$ cat config.mk
export PLATFORM = sky130hd
export DESIGN_NAME = vio_regfront
export DESIGN_NICKNAME = d
export VERILOG_FILES = /design/src/rtl/vio_pkg.sv /design/src/rtl/vio_decode.sv /design/src/rtl/vio_qbank.sv /design/src/rtl/vio_regfront.sv
export SDC_FILE = /design/constraint.sdc
export NUM_CORES = 1
export LEC_CHECK = 0
export CORE_ASPECT_RATIO = 1.75
export CORE_MARGIN = 1
export CORE_UTILIZATION = 64
export DETAILED_ROUTE_END_ITERATION = 16
export DONT_BUFFER_PORTS = 1
export PLACE_DENSITY = 0.8
export SLEW_MARGIN = 20
export SYNTH_ARGS = -nofsm -noshare
export SYNTH_HDL_FRONTEND = slang
export SYNTH_SLANG_ARGS = --single-unit
$ cat constraint.sdc
create_clock -name clk -period 4.53 [get_ports clk]
set_input_delay 1.1325 -clock clk [delete_from_list [all_inputs] [get_ports clk]]
set_output_delay 1.1325 -clock clk [all_outputs]
set_load 0.02 [all_outputs]
$ cat src/rtl/vio_pkg.sv
package vio_pkg;

    localparam int OFF_DEV_FEAT   = 'h00;
    localparam int OFF_GUEST_FEAT = 'h04;
    localparam int OFF_Q_ADDR     = 'h08;
    localparam int OFF_Q_SIZE     = 'h0C;
    localparam int OFF_Q_SEL      = 'h0E;
    localparam int OFF_Q_NOTIFY   = 'h10;
    localparam int OFF_STATUS     = 'h12;
    localparam int OFF_ISR        = 'h13;
    localparam int OFF_DEV_BASE   = 'h14;

    typedef enum logic [3:0] {
        SEL_DEV_FEAT,
        SEL_GUEST_FEAT,
        SEL_Q_ADDR,
        SEL_Q_SIZE,
        SEL_Q_SEL,
        SEL_Q_NOTIFY,
        SEL_STATUS,
        SEL_ISR,
        SEL_CFG,
        SEL_NONE
    } vio_sel_e;

    // Width in bytes that each fixed register accepts
    function automatic logic [2:0] sel_bytes(vio_sel_e s);
        case (s)
            SEL_DEV_FEAT, SEL_GUEST_FEAT, SEL_Q_ADDR: return 3'd4;
            SEL_Q_SIZE, SEL_Q_SEL, SEL_Q_NOTIFY:      return 3'd2;
            SEL_STATUS, SEL_ISR:                      return 3'd1;
            default:                                  return 3'd0;
        endcase
    endfunction

    typedef struct packed {
        logic [31:0] gfeat;
        logic [15:0] qsel;
        logic [15:0] notify;
        logic [7:0]  status;
        logic        pend;
        logic        rsp_valid;
        logic [31:0] rsp_data;
        logic        rsp_err;
        logic        rsp_warn;
        logic        ntf_valid;
    } vio_state_t;

endpackage

$ cat src/rtl/vio_decode.sv
module vio_decode
    import vio_pkg::*;
#(
    parameter int AW        = 8,
    parameter int CFG_BYTES = 32
) (
    input  logic [AW-1:0] addr,
    input  logic [2:0]    size,
    output vio_sel_e      sel,
    output logic          size_ok,
    output logic [AW-1:0] cfg_off
);
    localparam int LIMIT = OFF_DEV_BASE + CFG_BYTES;

    logic [31:0] addr_w;
    assign addr_w = 32'(addr);

    always_comb begin
        sel = SEL_NONE;
        if (addr_w >= 32'(OFF_DEV_BASE) && addr_w < 32'(LIMIT)) begin
            sel = SEL_CFG;
        end else begin
            case (addr_w)
                32'(OFF_DEV_FEAT):   sel = SEL_DEV_FEAT;
                32'(OFF_GUEST_FEAT): sel = SEL_GUEST_FEAT;
                32'(OFF_Q_ADDR):     sel = SEL_Q_ADDR;
                32'(OFF_Q_SIZE):     sel = SEL_Q_SIZE;
                32'(OFF_Q_SEL):      sel = SEL_Q_SEL;
                32'(OFF_Q_NOTIFY):   sel = SEL_Q_NOTIFY;
                32'(OFF_STATUS):     sel = SEL_STATUS;
                32'(OFF_ISR):        sel = SEL_ISR;
                default:             sel = SEL_NONE;
            endcase
        end
        size_ok = (sel == SEL_CFG) || (sel != SEL_NONE && size == sel_bytes(sel));
        cfg_off = addr - AW'(OFF_DEV_BASE);
    end

endmodule

$ cat src/rtl/vio_qbank.sv
module vio_qbank #(
    parameter int NQ    = 4,
    parameter int QBASE = 256
) (
    input  logic        clk,
    input  logic        rst_n,
    input  logic [15:0] qsel,
    input  logic        wr_en,
    input  logic [31:0] wdata,
    output logic [31:0] rd_addr,
    output logic [15:0] rd_size
);
    logic [31:0] qa_q [NQ];

    genvar g;
    generate
        for (g = 0; g < NQ; g++) begin : g_queue
            logic        hit;
            logic [31:0] qa_d;
            always_comb begin
                hit  = (qsel == 16'(g));
                qa_d = (wr_en && hit) ? wdata : qa_q[g];
            end
            always_ff @(posedge clk) begin
                if (!rst_n) qa_q[g] <= '0;
                else        qa_q[g] <= qa_d;
            end
        end
    endgenerate

    always_comb begin
        rd_addr = '0;
        rd_size = '0;
        for (int i = 0; i < NQ; i++) begin
            if (qsel == 16'(i)) begin
                rd_addr = qa_q[i];
                rd_size = 16'(QBASE >> i);
            end
        end
    end

endmodule

$ cat src/rtl/vio_regfront.sv
module vio_regfront
    import vio_pkg::*;
#(
    parameter int AW        = 8,
    parameter int CFG_BYTES = 32,
    parameter int NQ        = 4,
    parameter int QBASE     = 256
) (
    input  logic          clk,
    input  logic          rst_n,
    input  logic          req_valid,
    input  logic          req_write,
    input  logic [AW-1:0] req_addr,
    input  logic [2:0]    req_size,
    input  logic [31:0]   req_wdata,
    input  logic [31:0]   dev_features,
    input  logic          kick,
    input  logic [31:0]   cfg_rdata,
    output logic          rsp_valid,
    output logic [31:0]   rsp_rdata,
    output logic          rsp_err,
    output logic          rsp_warn,
    output logic          cfg_valid,
    output logic          cfg_write,
    output logic [AW-1:0] cfg_offset,
    output logic [2:0]    cfg_size,
    output logic [31:0]   cfg_wdata,
    output logic          irq,
    output logic          notify_valid,
    output logic [15:0]   notify_queue,
    output logic [31:0]   guest_features,
    output logic [7:0]    dev_status
);
    vio_state_t    st_q, st_d;
    vio_sel_e      sel;
    logic          size_ok;
    logic [AW-1:0] cfg_off;
    logic          qa_wr;
    logic [31:0]   qa_rd;
    logic [15:0]   qs_rd;
    logic          isr_clr;

    vio_decode #(.AW(AW), .CFG_BYTES(CFG_BYTES)) dec_i (
        .addr    (req_addr),
        .size    (req_size),
        .sel     (sel),
        .size_ok (size_ok),
        .cfg_off (cfg_off)
    );

    vio_qbank #(.NQ(NQ), .QBASE(QBASE)) qbank_i (
        .clk     (clk),
        .rst_n   (rst_n),
        .qsel    (st_q.qsel),
        .wr_en   (qa_wr),
        .wdata   (req_wdata),
        .rd_addr (qa_rd),
        .rd_size (qs_rd)
    );

    always_comb begin
        st_d           = st_q;
        st_d.rsp_valid = req_valid;
        st_d.rsp_data  = '0;
        st_d.rsp_err   = 1'b0;
        st_d.rsp_warn  = 1'b0;
        st_d.ntf_valid = 1'b0;
        qa_wr          = 1'b0;
        isr_clr        = 1'b0;

        if (req_valid) begin
            if (!size_ok) begin
                st_d.rsp_err = 1'b1;
            end else begin
                case (sel)
                    SEL_DEV_FEAT: begin
                        if (req_write) st_d.rsp_warn = 1'b1;
                        else           st_d.rsp_data = dev_features;
                    end
                    SEL_GUEST_FEAT: begin
                        if (req_write) st_d.gfeat    = req_wdata;
                        else           st_d.rsp_data = st_q.gfeat;
                    end
                    SEL_Q_ADDR: begin
                        if (req_write) qa_wr         = 1'b1;
                        else           st_d.rsp_data = qa_rd;
                    end
                    SEL_Q_SIZE: begin
                        if (req_write) st_d.rsp_err  = 1'b1;
                        else           st_d.rsp_data = 32'(qs_rd);
                    end
                    SEL_Q_SEL: begin
                        if (req_write) st_d.qsel     = req_wdata[15:0];
                        else           st_d.rsp_data = 32'(st_q.qsel);
                    end
                    SEL_Q_NOTIFY: begin
                        if (req_write) begin
                            st_d.notify    = req_wdata[15:0];
                            st_d.ntf_valid = 1'b1;
                        end else begin
                            st_d.rsp_data  = 32'(st_q.notify);
                        end
                    end
                    SEL_STATUS: begin
                        if (req_write) st_d.status   = req_wdata[7:0];
                        else           st_d.rsp_data = 32'(st_q.status);
                    end
                    SEL_ISR: begin
                        if (req_write) begin
                            st_d.rsp_warn = 1'b1;
                        end else begin
                            st_d.rsp_data = 32'(st_q.pend);
                            isr_clr       = 1'b1;
                        end
                    end
                    SEL_CFG: begin
                        if (!req_write) st_d.rsp_data = cfg_rdata;
                    end
                    default: st_d.rsp_err = 1'b1;
                endcase
            end
        end

        st_d.pend = (st_q.pend & ~isr_clr) | kick;
    end

    always_ff @(posedge clk) begin
        if (!rst_n) st_q <= '0;
        else        st_q <= st_d;
    end

    assign cfg_valid      = req_valid && (sel == SEL_CFG);
    assign cfg_write      = req_write;
    assign cfg_offset     = cfg_off;
    assign cfg_size       = req_size;
    assign cfg_wdata      = req_wdata;

    assign rsp_valid      = st_q.rsp_valid;
    assign rsp_rdata      = st_q.rsp_data;
    assign rsp_err        = st_q.rsp_err;
    assign rsp_warn       = st_q.rsp_warn;
    assign irq            = st_q.pend;
    assign notify_valid   = st_q.ntf_valid;
    assign notify_queue   = st_q.notify;
    assign guest_features = st_q.gfeat;
    assign dev_status     = st_q.status;

endmodule

==> results.yml, run 1 <==
synth:
  synth_top_area_share_pct: 44.06
  synth.distinct_cells: 65
  syn_nets: 1280
  synth-warning-count: 0
  yosysTopAreaCell: "dfxtp_1"
  synthFlopType: "dfxtp_1"
  postSynth.asyncResetShare_pct: 0
  synthAdderAreaFrac_pct: 0.2324
  synth-xor-area-share_pct: 0.4066
  netlist_top_cells_area: "dfxtp_1, mux2i_1, nand2_1"
  syn_area_per_cell_um2: 9.236
  yosys.cell_count.top_type: "dfxtp_1"
  yosysSeqAreaShare_pct: 44.06
  synth_mux_area_share_pct: 18.68
  syn_area_um2: 10770
  synth_compound_area_share_pct: 15.53
  synthTopCellsByCount: "dfxtp_1, nand2_1, mux2i_1, nor2_1, clkbuf_1"
  ys_ff_latch: 237
  synth_top_family_by_area: "multiplexers"
  synth-edff-count: 0
  synthSimpleGateAreaFrac_pct: 14.30
  synth_cells: 1166
global_route:
  globalRouteOverflowTotal: 0
  antenna_found_initial: 0
  grt_pass1_vias: 8861
  grt_use_total_pct: 35.52
  grt_pass1_wl_um: 47820
  grt_max_degree: 174
clock_network:
  post_cts_buffers: 0
  clockBufferDepth: 3
  clk_pin_slew_ns: 0.06
  cts_buffers: 22
  cts_resized: 0
  cts_tree: "built"
  holdBufCountCts: 0
  clock_sinks: 237
  clock_latency_ns: 0.52
  cts-htree-levels: 1
  clock-root-buffer: "clkbuf_16"
layout:
  synthToLayoutAreaGrowth_pct: 5.751
  seq_area_um2: 4745
  diodes: 0
  multi_input_area_um2: 5351
  final_nets: 1202
  drive_gt1_share_pct: 7.993
  fin_area_um2: 11390
  fin_cells: 1325
  fill_cells: 1268
  fin_util_pct: 69.25
setup_path:
  path_max_fanout: 12
  cp.required_ns: 3.40
  cp_top_family: "compound AO/OA/AOI/OAI gates"
  path_depth: 5
  worstPathArrival_ns: 2.67
  crit_buf_inv: 1
  worst_setup_path_end_kind: "output pin"
  crit_type: "in2out"
  crit_chain: "inv_1 -> ha_1 -> nand3b_1 -> o2111a_1 -> and2_1"
  start_kind: "input pin"
  reg2reg_depth: 7
  max_stage_delay_ns: 0.58
  cp_slowest_cell: "o2111a_1"
  regToRegSetupSlack_ns: 1.25
detailed_routing:
  dr.pass1.iters: 8
  ant_nets: 0
  drt_iter0_drc: 752
  drc: 0
  routed_via_density: 6.714
  finalWirelength_um: 31340
  drt-wirelength-per-cell_um: 23.66
  vias: 8896
floorplanning:
  die_w_um: 100.1
  start_util_pct: 65.48
  fp.coreArea_um2: 16450
  rows: 62
  top_level_ports: 250
  die_area_um2: 17370
  dieHeight_um: 173.6
sta:
  slew_headroom_pct: 36.63
  worstMarginPinSlew_ns: 0.9454
  rsz0062_at_grt: "false"
  hold_viol: 0
  slew_violations: 0
  holdWs_ns: 0.4595
  finalCritPeriodShare_pct: 83.84
  fmax_ghz: 0.2633
  fin_skew_ns: 0.02683
  setup_viol: 0
  period_needed_ns: 3.798
  tns_ns: 0
placed_design:
  dp_hpwl_um: 21310
  io_buffer_count: 0
  placed_cell_area_um2: 10650
  place_congestion: 0.9180
  dp_cells: 1288
hold_path:
  hp-class: "reg2reg"
  worstHoldPathCells: 2
power_and_ir_drop:
  peakVddDrop_uv: 300.0
  p_per_area_nw_per_um2: 360.5
  power.leakage_uw: 0.003529
run:
  drv_cap: 0
run_status:
  status: "complete, no violations"
## where the power goes
part / leakage [µW] / switching, µW / internal, µW
clock: 0.000361 / 793 / 1090
combinational: 0.00126 / 93.2 / 41.4
sequential: 0.00191 / 4.28 / 2090
## registers in the layout, indices dropped and copies added (netlist names), 8 cells and up
register	count
qbank_i.qa_q	128
guest_features	32
rsp_rdata	32
notify_queue	16
st_q	16
dev_status	8
## cells by family after synthesis
logic type / after synthesis
buf+inv: 138
xor+xnor: 5
fa+ha+maj: 2
flops: 237
simple gates: 353
mux: 201
compound gates: 230
## stage by stage
step                      worst slack (ns)  power, µW
after floorplan                     0.4595       2309
after global placement              0.5533       2266
after detailed placement            0.4958       2268
after CTS                           0.7726       4110
after global routing                0.7066       4212
final                               0.7322       4106
## worst paths after layout
| kind | startpoint | endpoint |
|---|---|---|
| max reg2reg | st_q[71] | rsp_rdata[5] |
| max | req_addr[2] | cfg_valid |
| min | qbank_i.qa_q[0][49] | qbank_i.qa_q[0][49] |
| min reg2reg | qbank_i.qa_q[0][49] | qbank_i.qa_q[0][49] |
## per-layer routing
layer / track usage [%] / wire length (µm) / up-vias
met5: 0 / 0 / -
met4: 24.82 / 2088 / 0
met3: 7.581 / 2719 / 132
met2: 60.80 / 15640 / 550
met1: 38.38 / 10890 / 4272
li1: - / - / 3942
## worst reg2reg max path: cells and delay by family, from the launching register on
kind / cells / cell delay, ns
DFF: 1 / 0.34
and+or+nand+nor: 3 / 1.53
AOI/OAI and AO/OA: 4 / 1.32
## layout make-up
| type | count | area share, % |
|---|---|---|
| Multi-Input combinational cell | 791 | 46.99 |
| Clock buffer | 29 | 5.504 |
| Inverter | 8 | 0.2637 |
| Timing Repair Buffer | 28 | 2.175 |
| Clock inverter | 8 | 0.9448 |
| Sequential cell | 237 | 41.66 |
| Tap cell | 224 | 2.461 |
## cells in the final DEF, fill, tap and decap left out, types with 4 or more instances in the layout
| cell | n |
|---|---|
| nor4_1 | 4 |
| nand2_1 | 207 |
| a31oi_1 | 4 |
| and3_1 | 8 |
| a22oi_1 | 56 |
| buf_4 | 25 |
| a222oi_1 | 17 |
| mux2i_1 | 201 |
| nand3b_1 | 4 |
| nor2_1 | 81 |
| a31oi_2 | 7 |
| nor2_4 | 4 |
| clkbuf_8 | 5 |
| nor3_1 | 5 |
| inv_1 | 7 |
| a22o_1 | 32 |
| dfxtp_1 | 237 |
| clkbuf_16 | 22 |
| nand3_1 | 8 |
| o21ai_0 | 35 |
| a21oi_1 | 49 |
Note: power is estimated with default switching activity, not from simulation.
==> run 2: changes to the inputs <==
Settings changed: CORE_UTILIZATION 64 to 57, PLACE_DENSITY 0.8 to 0.75.
Clock period 4.53 ns to 3.18 ns, I/O delays scaled along.
==> run 2 against run 1 <==
Against the previous run: sequential share of layout area shrank 1.7 points; die area is 12% higher; clock power rose by 41%; design area increased by 4.1%; global-route usage down 3.8 points; register-to-register slack got worse by 0.84 ns; wire length rose by 1.6%; flip-flop and latch count is the same; first-iteration DRC count increased by 26%; worst setup slack lost 0.32 ns.
==> results.yml, run 2 (synthesis gave the netlist of run 1 again) <==
run_status:
  status: "complete, no violations"
global_route:
  grt_max_degree: 174
  grt_pass1_vias: 8863
  grt_use_total_pct: 31.70
  antenna_found_initial: 0
  globalRouteOverflowTotal: 0
  grt_pass1_wl_um: 48290
layout:
  fin_area_um2: 11860
  fill_cells: 1531
  mostFrequentLayoutCell: "dfxtp_1"
  diodes: 0
  final_cell_mix: "dfxtp_1, nand2_1, mux2i_1"
  fin_util_pct: 63.82
  final_nets: 1235
  drive_gt1_share_pct: 11.18
  largest_reg_flops: 128
  regMostFlops: "qbank_i.qa_q"
  synthToLayoutAreaGrowth_pct: 10.12
clock_network:
  clock_latency_ns: 0.51
  clock_sinks: 237
  clk_pin_slew_ns: 0.07
  clock-root-buffer: "clkbuf_16"
  cts-htree-levels: 1
  cts_resized: 0
  holdBufCountCts: 0
  clockBufferDepth: 3
  cts_tree: "built"
  post_cts_buffers: 0
  cts_buffers: 22
floorplanning:
  start_util_pct: 57.96
  die_area_um2: 19470
  fp.coreArea_um2: 18580
  die_w_um: 105.9
  rows: 66
  dieHeight_um: 183.8
  top_level_ports: 250
detailed_routing:
  drt_iter0_drc: 946
  routed_via_density: 6.501
  ant_nets: 0
  dr.pass1.iters: 6
  drt-wirelength-per-cell_um: 23.18
  finalWirelength_um: 31850
  vias: 8933
  drc: 0
hold_path:
  hp-class: "in2reg"
setup_path:
  worst_setup_path_end_kind: "flip-flop"
  start_kind: "flip-flop"
  crit_type: "reg2reg"
  cp.required_ns: 3.62
  worstPathArrival_ns: 3.21
  path_max_fanout: 16
power_and_ir_drop:
  peakVddDrop_uv: 400.8
  power.leakage_uw: 0.003749
  p_per_area_nw_per_um2: 491.9
sta:
  fin_skew_ns: 0.01708
  fmax_ghz: 0.3615
  hold_viol: 0
  period_needed_ns: 2.766
  rsz0062_at_grt: "false"
  holdWs_ns: 0.4266
  worstMarginPinSlew_ns: 0.5063
  finalCritPeriodShare_pct: 86.98
  slew_violations: 0
  setup_viol: 0
  slew_headroom_pct: 66.13
placed_design:
  placed_cell_area_um2: 11140
  place_congestion: 0.9127
  dp_hpwl_um: 21860
  io_buffer_count: 0
run:
  drv_cap: 0
[run 2: per-stage QoR]
step | std cells | total power (µW) | worst slack, ns | setup TNS [ns]
floorplan | 1166 | 3294 | -0.02925 | -0.02925
global placement | 1335 | 3244 | 0.1153 | 0
detailed placement | 1335 | 3247 | 0.01728 | 0
CTS | 1374 | 5844 | 0.5065 | 0
global route | 1374 | 5992 | 0.3496 | 0
finish | 1374 | 5833 | 0.4139 | 0
[run 2: worst max-delay path: stages (launching register included)]
cell	delay (ns)
dfxtp_1	0.36
nor4_1	0.42
and4_1	0.41
and3_1	0.43
buf_12	0.21
buf_4	0.19
a22oi_1	0.10
a21oi_1	0.31
o21ai_0	0.13
a21oi_1	0.13
[run 2: area by class of cell]
type,instances,area [µm²],area share [%]
multi-input combinational,791,5378,45.35
clock buffer,32,659.4,5.560
tap,238,297.8,2.511
inverter,8,32.53,0.2743
sequential,237,4745,40.01
timing repair buffer,61,683.2,5.761
clock inverter,7,63.81,0.5381
[run 2: worst paths after layout]
check,startpoint,to,slack [ns],cells past startpoint
hold reg to reg,qbank_i.qa_q[0][0],qbank_i.qa_q[0][0],0.46,2
setup reg to reg,st_q[76],rsp_rdata[10],0.41,9
hold / removal,cfg_rdata[20],rsp_rdata[20],0.43,2
setup / recovery,st_q[76],rsp_rdata[10],0.41,9
[run 2: power breakdown]
group / total, µW / switching, µW / internal [µW] / leakage (µW)
Sequential: 2980 / 6.12 / 2970 / 0.00191
Clock: 2650 / 1130 / 1520 / 0.000362
Combinational: 208 / 137 / 70.5 / 0.00148
[run 2: per-layer routing]
metal	vias to the layer above	global-route usage, %	share of wire (%)
met5	-	0	0
met4	0	18.39	5.7
met3	117	5.530	7.6
met2	492	56.89	51
met1	4302	34.70	35
li1	4022	-	-
